--- config.mk ---
export PLATFORM = sky130hd
export DESIGN_NAME = sdram_page_mgr
export DESIGN_NICKNAME = d
export VERILOG_FILES = /design/src/rtl/sdram_page_pkg.sv /design/src/rtl/page_row_table.sv /design/src/rtl/gap_timer.sv /design/src/rtl/page_cmd_seq.sv /design/src/rtl/sdram_page_mgr.sv
export SDC_FILE = /design/constraint.sdc
export NUM_CORES = 1
export LEC_CHECK = 0
export BUFFER_PORTS_ARGS = -buffer_cell sky130_fd_sc_hd__buf_4
export CAP_MARGIN = 20
export CORE_UTILIZATION = 55
export DETAILED_ROUTE_END_ITERATION = 8
export PLACE_DENSITY = 0.75
export SLEW_MARGIN = 20
export SYNTH_ARGS = -nofsm -noshare
export SYNTH_HDL_FRONTEND = slang
export SYNTH_SLANG_ARGS = --single-unit
--- constraint.sdc ---
create_clock -name clk_i -period 3.8 [get_ports clk_i]
set_input_delay 0 -clock clk_i [delete_from_list [all_inputs] [get_ports clk_i]]
set_output_delay 0 -clock clk_i [all_outputs]
set_load 0.005 [all_outputs]
--- src/rtl/sdram_page_pkg.sv ---
package sdram_page_pkg;
  typedef enum logic [2:0] {
    CMD_NOP  = 3'd0,
    CMD_PRE  = 3'd1,
    CMD_ACT  = 3'd2,
    CMD_RD   = 3'd3,
    CMD_WR   = 3'd4,
    CMD_PALL = 3'd5,
    CMD_REF  = 3'd6
  } cmd_e;

  typedef enum logic [2:0] {
    ST_IDLE,
    ST_RP,
    ST_RCD,
    ST_PALL,
    ST_RFC
  } seq_st_e;
endpackage

--- src/rtl/page_row_table.sv ---
module page_row_table #(
  parameter int BANKS  = 4,
  parameter int ROW_W  = 13,
  parameter int BANK_W = 2
) (
  input  logic              clk_i,
  input  logic              rst_ni,
  input  logic              open_en_i,
  input  logic [BANK_W-1:0] open_bank_i,
  input  logic [ROW_W-1:0]  open_row_i,
  input  logic              close_all_i,
  input  logic [BANK_W-1:0] look_bank_i,
  output logic              look_open_o,
  output logic [ROW_W-1:0]  look_row_o
);
  logic [BANKS-1:0] vld_w;
  logic [ROW_W-1:0] row_w [BANKS];

  for (genvar b = 0; b < BANKS; b++) begin : g_bank
    logic             v_q;
    logic [ROW_W-1:0] r_q;
    always_ff @(posedge clk_i or negedge rst_ni) begin
      if (!rst_ni) begin
        v_q <= 1'b0;
        r_q <= '0;
      end else if (close_all_i) begin
        v_q <= 1'b0;
      end else if (open_en_i && open_bank_i == BANK_W'(b)) begin
        v_q <= 1'b1;
        r_q <= open_row_i;
      end
    end
    assign vld_w[b] = v_q;
    assign row_w[b] = r_q;
  end

  assign look_open_o = vld_w[look_bank_i];
  assign look_row_o  = row_w[look_bank_i];
endmodule

--- src/rtl/gap_timer.sv ---
module gap_timer #(
  parameter int CNT_W = 3
) (
  input  logic             clk_i,
  input  logic             rst_ni,
  input  logic             load_i,
  input  logic [CNT_W-1:0] load_val_i,
  output logic             zero_o
);
  logic [CNT_W-1:0] cnt_q;

  always_ff @(posedge clk_i or negedge rst_ni) begin
    if (!rst_ni)             cnt_q <= '0;
    else if (load_i)         cnt_q <= load_val_i;
    else if (cnt_q != '0)    cnt_q <= cnt_q - 1'b1;
  end

  assign zero_o = (cnt_q == '0);
endmodule

--- src/rtl/page_cmd_seq.sv ---
module page_cmd_seq
  import sdram_page_pkg::*;
#(
  parameter int ROW_W  = 13,
  parameter int COL_W  = 10,
  parameter int BANK_W = 2,
  parameter int ADDR_W = 13,
  parameter int CNT_W  = 3,
  parameter int T_RP   = 2,
  parameter int T_RCD  = 2,
  parameter int T_RFC  = 6
) (
  input  logic              clk_i,
  input  logic              rst_ni,
  input  logic              req_valid_i,
  output logic              req_ready_o,
  input  logic [BANK_W-1:0] req_bank_i,
  input  logic [ROW_W-1:0]  req_row_i,
  input  logic [COL_W-1:0]  req_col_i,
  input  logic              req_we_i,
  input  logic              ref_req_i,
  input  logic              look_open_i,
  input  logic [ROW_W-1:0]  look_row_i,
  input  logic              gap_zero_i,
  output logic              gap_load_o,
  output logic [CNT_W-1:0]  gap_val_o,
  output logic              tbl_open_en_o,
  output logic [BANK_W-1:0] tbl_open_bank_o,
  output logic [ROW_W-1:0]  tbl_open_row_o,
  output logic              tbl_close_all_o,
  output logic [2:0]        cmd_o,
  output logic [BANK_W-1:0] cmd_bank_o,
  output logic [ADDR_W-1:0] cmd_addr_o
);
  seq_st_e           st_q, st_d;
  cmd_e              cmd_q, cmd_d;
  logic [BANK_W-1:0] bank_q, bank_d;
  logic [ADDR_W-1:0] addr_q, addr_d;
  logic              ref_pend_q, ref_clr;
  logic [BANK_W-1:0] l_bank_q, l_bank_d;
  logic [ROW_W-1:0]  l_row_q, l_row_d;
  logic [COL_W-1:0]  l_col_q, l_col_d;
  logic              l_we_q, l_we_d;

  assign req_ready_o = (st_q == ST_IDLE) && !ref_pend_q;

  always_comb begin
    st_d            = st_q;
    cmd_d           = CMD_NOP;
    bank_d          = '0;
    addr_d          = '0;
    gap_load_o      = 1'b0;
    gap_val_o       = '0;
    tbl_open_en_o   = 1'b0;
    tbl_open_bank_o = l_bank_q;
    tbl_open_row_o  = l_row_q;
    tbl_close_all_o = 1'b0;
    ref_clr         = 1'b0;
    l_bank_d        = l_bank_q;
    l_row_d         = l_row_q;
    l_col_d         = l_col_q;
    l_we_d          = l_we_q;
    unique case (st_q)
      ST_IDLE: begin
        if (ref_pend_q) begin
          cmd_d           = CMD_PALL;
          tbl_close_all_o = 1'b1;
          ref_clr         = 1'b1;
          gap_load_o      = 1'b1;
          gap_val_o       = CNT_W'(T_RP);
          st_d            = ST_PALL;
        end else if (req_valid_i) begin
          l_bank_d = req_bank_i;
          l_row_d  = req_row_i;
          l_col_d  = req_col_i;
          l_we_d   = req_we_i;
          bank_d   = req_bank_i;
          if (look_open_i && look_row_i == req_row_i) begin
            cmd_d  = req_we_i ? CMD_WR : CMD_RD;
            addr_d = ADDR_W'(req_col_i);
          end else if (look_open_i) begin
            cmd_d      = CMD_PRE;
            gap_load_o = 1'b1;
            gap_val_o  = CNT_W'(T_RP);
            st_d       = ST_RP;
          end else begin
            cmd_d           = CMD_ACT;
            addr_d          = ADDR_W'(req_row_i);
            tbl_open_en_o   = 1'b1;
            tbl_open_bank_o = req_bank_i;
            tbl_open_row_o  = req_row_i;
            gap_load_o      = 1'b1;
            gap_val_o       = CNT_W'(T_RCD);
            st_d            = ST_RCD;
          end
        end
      end
      ST_RP: if (gap_zero_i) begin
        cmd_d         = CMD_ACT;
        bank_d        = l_bank_q;
        addr_d        = ADDR_W'(l_row_q);
        tbl_open_en_o = 1'b1;
        gap_load_o    = 1'b1;
        gap_val_o     = CNT_W'(T_RCD);
        st_d          = ST_RCD;
      end
      ST_RCD: if (gap_zero_i) begin
        cmd_d  = l_we_q ? CMD_WR : CMD_RD;
        bank_d = l_bank_q;
        addr_d = ADDR_W'(l_col_q);
        st_d   = ST_IDLE;
      end
      ST_PALL: if (gap_zero_i) begin
        cmd_d      = CMD_REF;
        gap_load_o = 1'b1;
        gap_val_o  = CNT_W'(T_RFC);
        st_d       = ST_RFC;
      end
      ST_RFC: if (gap_zero_i) st_d = ST_IDLE;
      default: st_d = ST_IDLE;
    endcase
  end

  always_ff @(posedge clk_i or negedge rst_ni) begin
    if (!rst_ni) begin
      st_q       <= ST_IDLE;
      cmd_q      <= CMD_NOP;
      bank_q     <= '0;
      addr_q     <= '0;
      ref_pend_q <= 1'b0;
      l_bank_q   <= '0;
      l_row_q    <= '0;
      l_col_q    <= '0;
      l_we_q     <= 1'b0;
    end else begin
      st_q       <= st_d;
      cmd_q      <= cmd_d;
      bank_q     <= bank_d;
      addr_q     <= addr_d;
      ref_pend_q <= (ref_pend_q && !ref_clr) || ref_req_i;
      l_bank_q   <= l_bank_d;
      l_row_q    <= l_row_d;
      l_col_q    <= l_col_d;
      l_we_q     <= l_we_d;
    end
  end

  assign cmd_o      = cmd_q;
  assign cmd_bank_o = bank_q;
  assign cmd_addr_o = addr_q;
endmodule

--- src/rtl/sdram_page_mgr.sv ---
module sdram_page_mgr #(
  parameter int BANKS = 4,
  parameter int ROW_W = 13,
  parameter int COL_W = 10,
  parameter int T_RP  = 2,
  parameter int T_RCD = 2,
  parameter int T_RFC = 6,
  localparam int BANK_W  = (BANKS > 1) ? $clog2(BANKS) : 1,
  localparam int ADDR_W  = (ROW_W > COL_W) ? ROW_W : COL_W,
  localparam int GAP_MAX = (T_RFC > T_RP) ? ((T_RFC > T_RCD) ? T_RFC : T_RCD)
                                          : ((T_RP > T_RCD) ? T_RP : T_RCD),
  localparam int CNT_W   = $clog2(GAP_MAX + 2)
) (
  input  logic              clk_i,
  input  logic              rst_ni,
  input  logic              req_valid_i,
  output logic              req_ready_o,
  input  logic [BANK_W-1:0] req_bank_i,
  input  logic [ROW_W-1:0]  req_row_i,
  input  logic [COL_W-1:0]  req_col_i,
  input  logic              req_we_i,
  input  logic              ref_req_i,
  output logic [2:0]        cmd_o,
  output logic [BANK_W-1:0] cmd_bank_o,
  output logic [ADDR_W-1:0] cmd_addr_o
);
  logic              look_open, gap_zero, gap_load, open_en, close_all;
  logic [ROW_W-1:0]  look_row, open_row;
  logic [BANK_W-1:0] open_bank;
  logic [CNT_W-1:0]  gap_val;

  page_row_table #(.BANKS(BANKS), .ROW_W(ROW_W), .BANK_W(BANK_W)) u_tbl (
    .clk_i, .rst_ni,
    .open_en_i(open_en), .open_bank_i(open_bank), .open_row_i(open_row),
    .close_all_i(close_all), .look_bank_i(req_bank_i),
    .look_open_o(look_open), .look_row_o(look_row)
  );

  gap_timer #(.CNT_W(CNT_W)) u_gap (
    .clk_i, .rst_ni, .load_i(gap_load), .load_val_i(gap_val), .zero_o(gap_zero)
  );

  page_cmd_seq #(
    .ROW_W(ROW_W), .COL_W(COL_W), .BANK_W(BANK_W), .ADDR_W(ADDR_W),
    .CNT_W(CNT_W), .T_RP(T_RP), .T_RCD(T_RCD), .T_RFC(T_RFC)
  ) u_seq (
    .clk_i, .rst_ni,
    .req_valid_i, .req_ready_o, .req_bank_i, .req_row_i, .req_col_i, .req_we_i,
    .ref_req_i,
    .look_open_i(look_open), .look_row_i(look_row), .gap_zero_i(gap_zero),
    .gap_load_o(gap_load), .gap_val_o(gap_val),
    .tbl_open_en_o(open_en), .tbl_open_bank_o(open_bank), .tbl_open_row_o(open_row),
    .tbl_close_all_o(close_all),
    .cmd_o, .cmd_bank_o, .cmd_addr_o
  );
endmodule

==> results.py, run 1 <==
metrics = {
    "status": {
        "status": "completed",
    },
    "cts": {
        "clkLatencyLatePin_ps": 370,
        "clock_tree.buffer_depth": 2,
        "cts_buffers": 9,
        "ctsResizeCount": 0,
        "cts_tree": "done",
        "clk_pin_slew_ps": 100,
        "numClockSinks": 107,
        "htree_levels": 3,
        "cts-root-buf": "clkbuf_8",
    },
    "min_path": {
        "hp-class": "input port to flop",
        "hold_path_startpoint": "req_bank_i[1]",
    },
    "timing": {
        "max_freq_mhz": 363,
        "min_period_over_period_pct": 72.5,
        "finClkSkew_ps": 9.67,
        "maxSlewHeadroom_pct": 49.3,
        "worst_pin_slew_ps": 760,
        "final.min_clock_period_ps": 2750,
        "setup_viol": 0,
        "hold_viol": 0,
        "rsz0062_at_grt": "false",
        "final.setup.tns_ps": 0,
        "drv_slew": 0,
    },
    "floorplanning": {
        "die_area_mm2": 0.00974,
        "die_w_um": 98.7,
        "initial_utilization_pct": 57.8,
        "die-height_um": 98.7,
        "rows": 34,
        "io_pins": 49,
        "core_area_mm2": 0.00889,
    },
    "layout": {
        "fill_cells": 666,
        "drive_gt1_share_pct": 20.1,
        "diodes": 0,
        "multi_input_area_mm2": 0.00222,
        "area_delta_synth_final_pct": 15.3,
        "nets": 570,
        "regArea_mm2": 0.00268,
        "final_cells": 651,
    },
    "pwr": {
        "p_leak_nw": 2.72,
        "pwr-share-clk_pct": 19.4,
        "pwr_density_cell_mw_per_mm2": 610,
        "vdd_drop_max_v": 0.000322,
        "power.internal_mw": 2.36,
        "p_switching_mw": 1.26,
        "combinationalPowerShare_pct": 30.6,
        "seqPwrFrac_pct": 50.0,
        "switching_share_pct": 34.9,
    },
    "synthesis": {
        "yosys_warnings": 0,
        "synthAdderAreaFrac_pct": 0.487,
        "synth.top_cells.by_area": "dfrtp_1 52%, nand2_1 7.8%, o21ai_1 3.5%",
        "synth_cell_types": 54,
        "synth-simple-area-share_pct": 15.3,
        "syn-cell-area_mm2": 0.00514,
        "postSynthCellCount": 478,
        "synth-seq-cells": 107,
        "synth_area_leader_cell": "dfrtp_1",
        "synth_top_family_by_area": "simple AND/OR/NAND/NOR gates",
        "synth_top_cells_by_count": "107 x dfrtp_1, 107 x nand2_1, 36 x o21ai_1",
        "synth.area.mux_share_pct": 9.15,
        "synth_compound_area_share_pct": 15.2,
        "ys.flop_type": "dfrtp_1",
        "yosysTopAreaCellShare_pct": 52.1,
        "synthArstFlopShare_pct": 100,
        "synth-xor-area-share_pct": 2.90,
        "ys_seq_area_share_pct": 52.1,
        "avgSynthCellArea_um2": 10.8,
        "synth_edf_count": 0,
        "syn-num-nets": 510,
    },
    "placement": {
        "portBuffers": 48,
        "routabilityCongestion": 0.809,
        "dp.cells": 609,
        "hpwl_um": 7550,
    },
    "drt": {
        "vias_per_cell": 5.88,
        "drt_first_pass_iters": 5,
        "drt_iter0_markers": 285,
        "avgRoutedWirePerCell_um": 17.4,
        "vias": 3825,
        "postRouteWirelength_um": 11300,
        "ant_nets": 0,
        "drc": 0,
    },
    "worst_setup_path": {
        "worst-setup-path-type": "flop to flop",
        "end_kind": "flop",
        "cp-start-kind": "flop",
        "timing.rr.start": "u_seq.st_q[2]",
        "cp.arrival_ps": 2990,
        "cp.required_ps": 4030,
        "crit_path_max_fanout": 26,
        "cp-startpoint": "u_seq.st_q[2]",
    },
    "global_routing": {
        "grt_antenna_before_repair": 0,
        "grt_max_degree": 87,
        "grt_pass1_vias": 3743,
        "track_usage_pct": 25.1,
        "grt_pass1_wl_um": 19100,
        "gr-total-overflow": 0,
    },
    "run": {
        "drv_cap": 0,
    },
}
-- routing by layer --
metal	GRT usage (%)	up-vias	wire (um)
met5	0	-	0
met3	5.11	24	629
met4	8.27	0	206
li1	-	1806	-
met2	38.7	132	5120
met1	36.1	1863	5360
-- layout make-up --
type | count | share of cell area [%]
Sequential cell | 107 | 45.2
Multi-Input combinational cell | 333 | 37.4
Timing Repair Buffer | 81 | 11.4
Tap cell | 108 | 2.28
Clock buffer | 10 | 2.15
Clock inverter | 6 | 1.20
Inverter | 6 | 0.380
-- power by group through the flow --
stage / combinational, mW / clock (mW) / sequential [mW]
floorplan: 0.858 / 0 / 1.71
global placement: 1.04 / 0 / 1.80
detailed placement: 1.08 / 0 / 1.82
CTS: 1.11 / 0.714 / 1.80
global route: 1.25 / 0.755 / 1.85
finish: 1.11 / 0.702 / 1.81
-- critical path, stage by stage, from the launching register on --
cell	delay, ps
dfrtp_1	550
or3b_1	620
or2_1	350
nor2_8	430
mux2i_1	500
a21oi_1	150
-- cells in the final DEF, fill, tap and decap left out, drive strengths merged, types with 2 or more instances in the layout --
| master | instances |
|---|---|
| o22ai | 2 |
| nand2 | 107 |
| o211ai | 3 |
| clkinvlp | 2 |
| dlygate4sd3 | 26 |
| nor2 | 32 |
| inv | 8 |
| dfrtp | 107 |
| and4 | 6 |
| a222oi | 10 |
| o2111a | 2 |
| a21oi | 29 |
| ha | 2 |
| o221a | 2 |
| a22o | 3 |
| mux2i | 17 |
| o21ai | 48 |
| nor4 | 3 |
| clkbuf | 10 |
| o22a | 2 |
| o31ai | 4 |
| mux4 | 12 |
| buf | 55 |
| nor3 | 6 |
| xnor2 | 17 |
| o2bb2a | 2 |
| a21o | 2 |
| nand2b | 5 |
| a31o | 2 |
| or2 | 3 |
-- through the flow --
stage / util [%] / hold slack [ps] / power, mW / setup slack [ps] / cell area [um^2]
after global placement: 61.4 / 189 / 2.84 / 1190 / 5460
after detailed placement: 61.4 / 213 / 2.90 / 1120 / 5460
final: 66.7 / 96.1 / 3.62 / 1050 / 5930
after CTS: 66.6 / 82.1 / 3.62 / 1090 / 5920
after floorplan: - / -296 / 2.57 / 1580 / 5140
after global routing: 66.7 / 118 / 3.85 / 927 / 5930
-- repair_timing --
item / in CTS / in global routing
buffers inserted: 0 / 0
hold buffers: 26 / 0
endpoints found under the hold margin: 125 / 0
-- kinds of logic (layout without fill, tap and decap cells) --
logic type               Yosys count  count (layout)
AO/OA/AOI/OAI                    116             116
XOR/XNOR                          17              17
adder cells (fa/ha/maj)            2               2
buffers and inverters             38             103
flip-flops                       107             107
multiplexers                      30              30
AND/OR/NAND/NOR                  168             168
-- flip-flops by register name, summed over array words and instances, names as in the netlist --
name	flops
u_tbl.g_bank.r_q	52
u_seq.cmd_addr_o	13
u_seq.l_row_q	13
u_seq.l_col_q	10
u_tbl.g_bank.v_q	4
u_gap.cnt_q	3
u_seq.cmd_o	3
u_seq.st_q	3
u_seq.cmd_bank_o	2
u_seq.l_bank_q	2
u_seq.l_we_q	1
u_seq.ref_pend_q	1
-- path summary, 6_finish.rpt --
| kind | slack, ps | to | depth (start not counted) |
|---|---|---|---|
| max | 1050 | u_tbl.g_bank[2].r_q[4] | 5 |
| min reg2reg | 490 | u_tbl.g_bank[0].r_q[11] | 2 |
| min in group asynchronous | 240 | u_seq.cmd_addr_o[4] | 2 |
| max reg2reg | 1050 | u_tbl.g_bank[2].r_q[4] | 5 |
| min | 100 | u_seq.cmd_bank_o[1] | 3 |
| max in group asynchronous | 2770 | u_seq.st_q[1] | 3 |
Note: power is estimated with default switching activity, not from simulation.
==> run 2: changes to the inputs <==
Clock period 3.8 ns to 2.8 ns, I/O delays scaled along.
==> run 2 against run 1 <==
- clock skew down 1.9 ps
- largest cell class unchanged
- highest routed layer unchanged
- routed wire length up 2.3%
- power is 42% higher
- first-iteration DRC count shrank 16%
- setup slack got worse by 550 ps
- final area up 1.9%
- non-clock buffer count increased by 7
==> results.py, run 2 (synthesis results as in run 1) <==
metrics = {
    "floorplanning": {
        "io_pins": 49,
        "die_area_mm2": 0.00974,
        "die_w_um": 98.7,
        "rows": 34,
        "die-height_um": 98.7,
        "initial_utilization_pct": 57.8,
        "core_area_mm2": 0.00889,
    },
    "placement": {
        "hpwl_um": 7570,
        "portBuffers": 48,
        "post-place-ws_ps": 530,
        "routabilityCongestion": 0.814,
    },
    "worst_setup_path": {
        "path_delay_family": "simple AND/OR/NAND/NOR gates",
        "r2r-end": "u_tbl.g_bank[3].r_q[5]",
        "crit_cells": 5,
        "reg2reg_depth": 5,
        "path_cells": "or2_2 > or2_1 > nor2_8 > mux2i_1 > a21oi_1",
        "cp.required_ps": 3040,
        "r2r_slack_ps": 500,
        "cp.arrival_ps": 2540,
        "cp-start-kind": "flop",
        "crit_path_max_fanout": 26,
        "slowest_stage": "mux2i_1",
        "timing.rr.start": "u_seq.ref_pend_q",
        "crit_buf_inv": 0,
        "end_kind": "flop",
        "worst-setup-path-type": "flop to flop",
        "max_stage_delay_ps": 450,
    },
    "pwr": {
        "vdd_drop_max_v": 0.000415,
        "pwr_density_cell_mw_per_mm2": 851,
        "p_leak_nw": 2.78,
    },
    "global_routing": {
        "grt_max_degree": 81,
        "grt_pass1_wl_um": 19200,
        "grt_antenna_before_repair": 0,
        "grt_pass1_vias": 3715,
        "gr-total-overflow": 0,
        "track_usage_pct": 25.4,
    },
    "timing": {
        "worst_pin_slew_ps": 587,
        "drv_slew": 0,
        "hold_viol": 0,
        "final.setup.tns_ps": 0,
        "finClkSkew_ps": 7.77,
        "min_period_over_period_pct": 82.3,
        "final.min_clock_period_ps": 2300,
        "setup_ws_ps": 495,
        "timing.hold.ws_ps": 98.8,
        "max_freq_mhz": 434,
        "setup_viol": 0,
        "maxSlewHeadroom_pct": 60.3,
        "rsz0062_at_grt": "false",
    },
    "layout": {
        "drive_gt1_share_pct": 21.1,
        "area_delta_synth_final_pct": 17.5,
        "nets": 577,
        "layout_common_cells": "107 x nand2_1, 107 x dfrtp_1, 61 x buf_4, 36 x o21ai_1, 28 x a21oi_1",
        "largest_reg_flops": 52,
        "fill_cells": 662,
        "diodes": 0,
        "regMostFlops": "u_tbl.g_bank.r_q",
    },
    "cts": {
        "clock_tree.buffer_depth": 2,
        "cts_buffers": 9,
        "clkLatencyLatePin_ps": 370,
        "clk_pin_slew_ps": 100,
        "numClockSinks": 107,
        "cts_tree": "done",
        "htree_levels": 3,
        "cts-root-buf": "clkbuf_8",
    },
    "min_path": {
        "hp-class": "input port to asynchronous set/reset pin",
    },
    "drt": {
        "postRouteWirelength_um": 11600,
        "drc": 0,
        "vias": 3874,
        "drt_iter0_markers": 240,
        "drt_first_pass_iters": 7,
        "avgRoutedWirePerCell_um": 17.6,
        "ant_nets": 0,
        "vias_per_cell": 5.89,
    },
    "status": {
        "status": "completed",
    },
    "run": {
        "drv_cap": 0,
    },
}
==> run 2: how the worst max path moves through the flow <==
stage,startpoint,endpoint,slack [ps]
4_1_cts,u_seq.ref_pend_q,u_tbl.g_bank[2].r_q[12],510
3_5_place_dp,req_bank_i[0],u_tbl.g_bank[3].r_q[5],530
6_report,u_seq.ref_pend_q,u_tbl.g_bank[3].r_q[5],500
5_1_grt,u_gap.cnt_q[0],u_tbl.g_bank[3].r_q[3],340
3_3_place_gp,req_bank_i[0],u_tbl.g_bank[3].r_q[7],560
2_1_floorplan,u_seq.st_q[2],u_tbl.g_bank[0].r_q[12],580
==> run 2: layer usage <==
metal | GRT usage, % | wire, um | vias to the layer above
met5 | 0 | 0 | -
met4 | 7.46 | 194 | 0
met3 | 4.82 | 561 | 14
met2 | 38.8 | 5320 | 117
met1 | 37.4 | 5510 | 1921
li1 | - | - | 1822
==> run 2: where the power goes <==
part / internal [mW] / switching (mW)
Clock: 0.620 / 0.520
Sequential: 2.05 / 0.332
Combinational: 0.752 / 0.860
Total: 3.43 / 1.71
==> run 2: cell type report <==
cell class	count	area (um^2)	area share, %
Sequential cell	107	2680	44.3
Multi-Input combinational cell	333	2210	36.6
Timing Repair Buffer	88	746	12.3
Clock buffer	10	138	2.28
Tap cell	108	135	2.24
Clock inverter	6	111	1.84
Inverter	6	22.5	0.373
==> run 2: stage by stage <==
step	total power, mW	utilization [%]	instance area [um^2]	cells
2_1_floorplan	3.48	-	5140	478
3_3_place_gp	3.88	61.9	5500	615
3_5_place_dp	3.97	61.9	5500	615
4_1_cts	5.14	67.6	6010	657
5_1_grt	5.48	67.9	6040	658
6_report	5.14	67.9	6040	658
==> run 2: repair_timing <==
action                                 in CTS  in global routing
gates resized for setup                     0                  0
endpoints found under the hold margin     119                  0
buffers inserted                            0                  0
hold buffers                               26                  0
==> run 3: changes to the inputs <==
Settings changed: CORE_UTILIZATION 55 to 53.
Clock period 2.8 ns to 1.95 ns, I/O delays scaled along.
==> run 3 against run 2 <==
- critical path type unchanged
- core utilization is 7.3 points higher
- clock skew is 11 ps higher
- the flow now finishes with violations (setup timing)
- via count is 12% higher
- first-iteration DRC count is 65% higher
- largest cell class unchanged
- global-route usage is 1.2 points higher
- register-to-register slack worse by 640 ps
- clock power is 18% higher
==> results.py, run 3 (synthesis results as in run 1) <==
metrics = {
    "global_routing": {
        "grt_antenna_before_repair": 0,
        "gr-total-overflow": 0,
        "grt-busiest-layer": "met2",
        "use_met3_pct": 4.02,
        "grt_pass1_wl_um": 20500,
        "grt_pass1_vias": 4055,
        "grt_use_met2_pct": 43.7,
        "track_usage_pct": 26.6,
        "grt_use_met1_pct": 37.5,
        "grt_max_degree": 108,
    },
    "pwr": {
        "pwr_density_cell_mw_per_mm2": 1170,
        "p_leak_nw": 3.19,
        "vdd_drop_max_v": 0.000479,
        "power_mw": 8.23,
    },
    "worst_setup_path": {
        "worst-setup-path-type": "flop to flop",
        "crit_path_max_fanout": 5,
        "path_cells": "mux4_2 > buf_6 > nor2_8 > clkbuf_16 > mux2i_1 > buf_4 > a21oi_2",
        "slowest_stage": "mux4_2",
        "cp.required_ps": 2210,
        "path_delay_family": "multiplexers",
        "end_kind": "flop",
        "cp-start-kind": "flop",
        "crit_buf_inv": 3,
        "max_stage_delay_ps": 600,
        "cp.arrival_ps": 2360,
    },
    "cts": {
        "clk_pin_slew_ps": 100,
        "clkLatencyLatePin_ps": 370,
        "numClockSinks": 107,
        "clock_tree.buffer_depth": 2,
        "cts-root-buf": "clkbuf_8",
        "htree_levels": 3,
        "cts_tree": "done",
        "cts_buffers": 9,
    },
    "status": {
        "violations": "setup timing",
        "status": "finished, violations left",
    },
    "timing": {
        "worst_pin_slew_ps": 564,
        "setup_ws_ps": -147,
        "maxSlewHeadroom_pct": 62.4,
        "max_freq_mhz": 477,
        "min_period_over_period_pct": 108,
        "final.setup.tns_ps": -5440,
        "drv_slew": 0,
        "finClkSkew_ps": 19.2,
        "final.min_clock_period_ps": 2100,
        "hold_viol": 0,
        "setup_viol": 70,
        "rsz0062_at_grt": "true",
    },
    "layout": {
        "largest_reg_flops": 52,
        "area_delta_synth_final_pct": 36.6,
        "drive_gt1_share_pct": 43.1,
        "multi_input_area_mm2": 0.00266,
        "mostFrequentLayoutCell": "dfrtp_1",
        "nets": 632,
        "regArea_mm2": 0.00268,
        "regMostFlops": "u_tbl.g_bank.r_q",
        "fill_cells": 548,
        "layout_common_cells": "107 x dfrtp_1, 98 x buf_4, 96 x nand2_1, 26 x dlygate4sd3_1",
        "diodes": 0,
        "final_cells": 734,
    },
    "floorplanning": {
        "die_area_mm2": 0.0101,
        "die-height_um": 100,
        "initial_utilization_pct": 55.1,
        "rows": 35,
        "core_area_mm2": 0.00933,
        "io_pins": 49,
        "die_w_um": 100,
    },
    "placement": {
        "routabilityCongestion": 0.802,
        "post-place-ws_ps": -227,
        "portBuffers": 48,
        "dp.cells": 684,
        "hpwl_um": 8190,
    },
    "drt": {
        "ant_nets": 0,
        "drt_first_pass_iters": 7,
        "drt_iter0_markers": 397,
        "postRouteWirelength_um": 14500,
        "vias": 4353,
        "avgRoutedWirePerCell_um": 19.7,
        "drc": 0,
        "vias_per_cell": 5.93,
    },
    "run": {
        "drv_cap": 0,
    },
    "min_path": {
        "hp-class": "input port to flop",
    },
}
## run 3: cell count changes in the layout (fill, tap and decap cells not counted), moves of 10 or more
| cell | delta |
|---|---|
| buf_4 | +37 |
| o21ai_2 | +21 |
| o21ai_1 | -20 |
| a21oi_1 | -14 |
| a21oi_2 | +14 |
| nor2_1 | -13 |
| nand2_1 | -11 |
| nand2_2 | +11 |
| mux2i_1 | -10 |
## run 3: report_power, final
| group | switching, mW | internal [mW] | leakage [nW] |
|---|---|---|---|
| Sequential | 0.564 | 2.95 | 1.41 |
| Clock | 0.772 | 0.581 | 0.103 |
| Combinational | 1.66 | 1.71 | 1.68 |
| Total | 2.99 | 5.24 | 3.19 |
## run 3: area by class of cell
class | count | area share, %
clock buffer | 12 | 2.35
clock inverter | 4 | 0.445
inverter | 6 | 0.321
multi-input combinational | 333 | 37.9
sequential | 107 | 38.1
tap | 129 | 2.30
timing repair buffer | 143 | 18.5
## run 3: worst register-to-register path: stages (launching register included)
cell       delay, ps
dfrtp_1          400
mux4_2           600
buf_6            190
nor2_8           140
clkbuf_16        190
mux2i_1          240
buf_4            190
a21oi_2           60
## run 3: repair_timing
item,in CTS,in global routing
gates resized for setup,37,66
pin swaps,19,26
setup buffers,3,2
hold buffers,26,0
cloned,1,2
endpoints found under the setup margin,69,72
hold endpoints to repair,149,0
## run 3: metal layers
layer | routed length (um) | vias to the layer above
li1 | - | 1935
met1 | 6180 | 2194
met2 | 7160 | 197
met3 | 803 | 27
met4 | 311 | 0
met5 | 0 | -
## run 3: per-stage QoR
step	instance area (um^2)	utilization [%]	hold slack, ps
6_report	7020	75.3	133
5_1_grt	7020	75.3	166
4_1_cts	6740	72.3	115
3_5_place_dp	6090	65.3	113
3_3_place_gp	6090	65.3	109
2_1_floorplan	5290	-	-296
## run 3: final timing paths
| path | startpoint | endpoint | slack [ps] | cells past startpoint |
|---|---|---|---|---|
| worst min register to register | u_tbl.g_bank[1].v_q | u_tbl.g_bank[1].v_q | 480 | 2 |
| worst min-delay path | req_bank_i[1] | u_seq.cmd_bank_o[1] | 130 | 3 |
| worst max-delay path | u_tbl.g_bank[2].v_q | u_tbl.g_bank[3].r_q[2] | -150 | 7 |
| min in group asynchronous | rst_ni | u_seq.l_row_q[2] | 230 | 3 |
| worst max register to register | u_tbl.g_bank[2].v_q | u_tbl.g_bank[3].r_q[2] | -150 | 7 |
| max in group asynchronous | rst_ni | u_seq.l_bank_q[0] | 1290 | 3 |
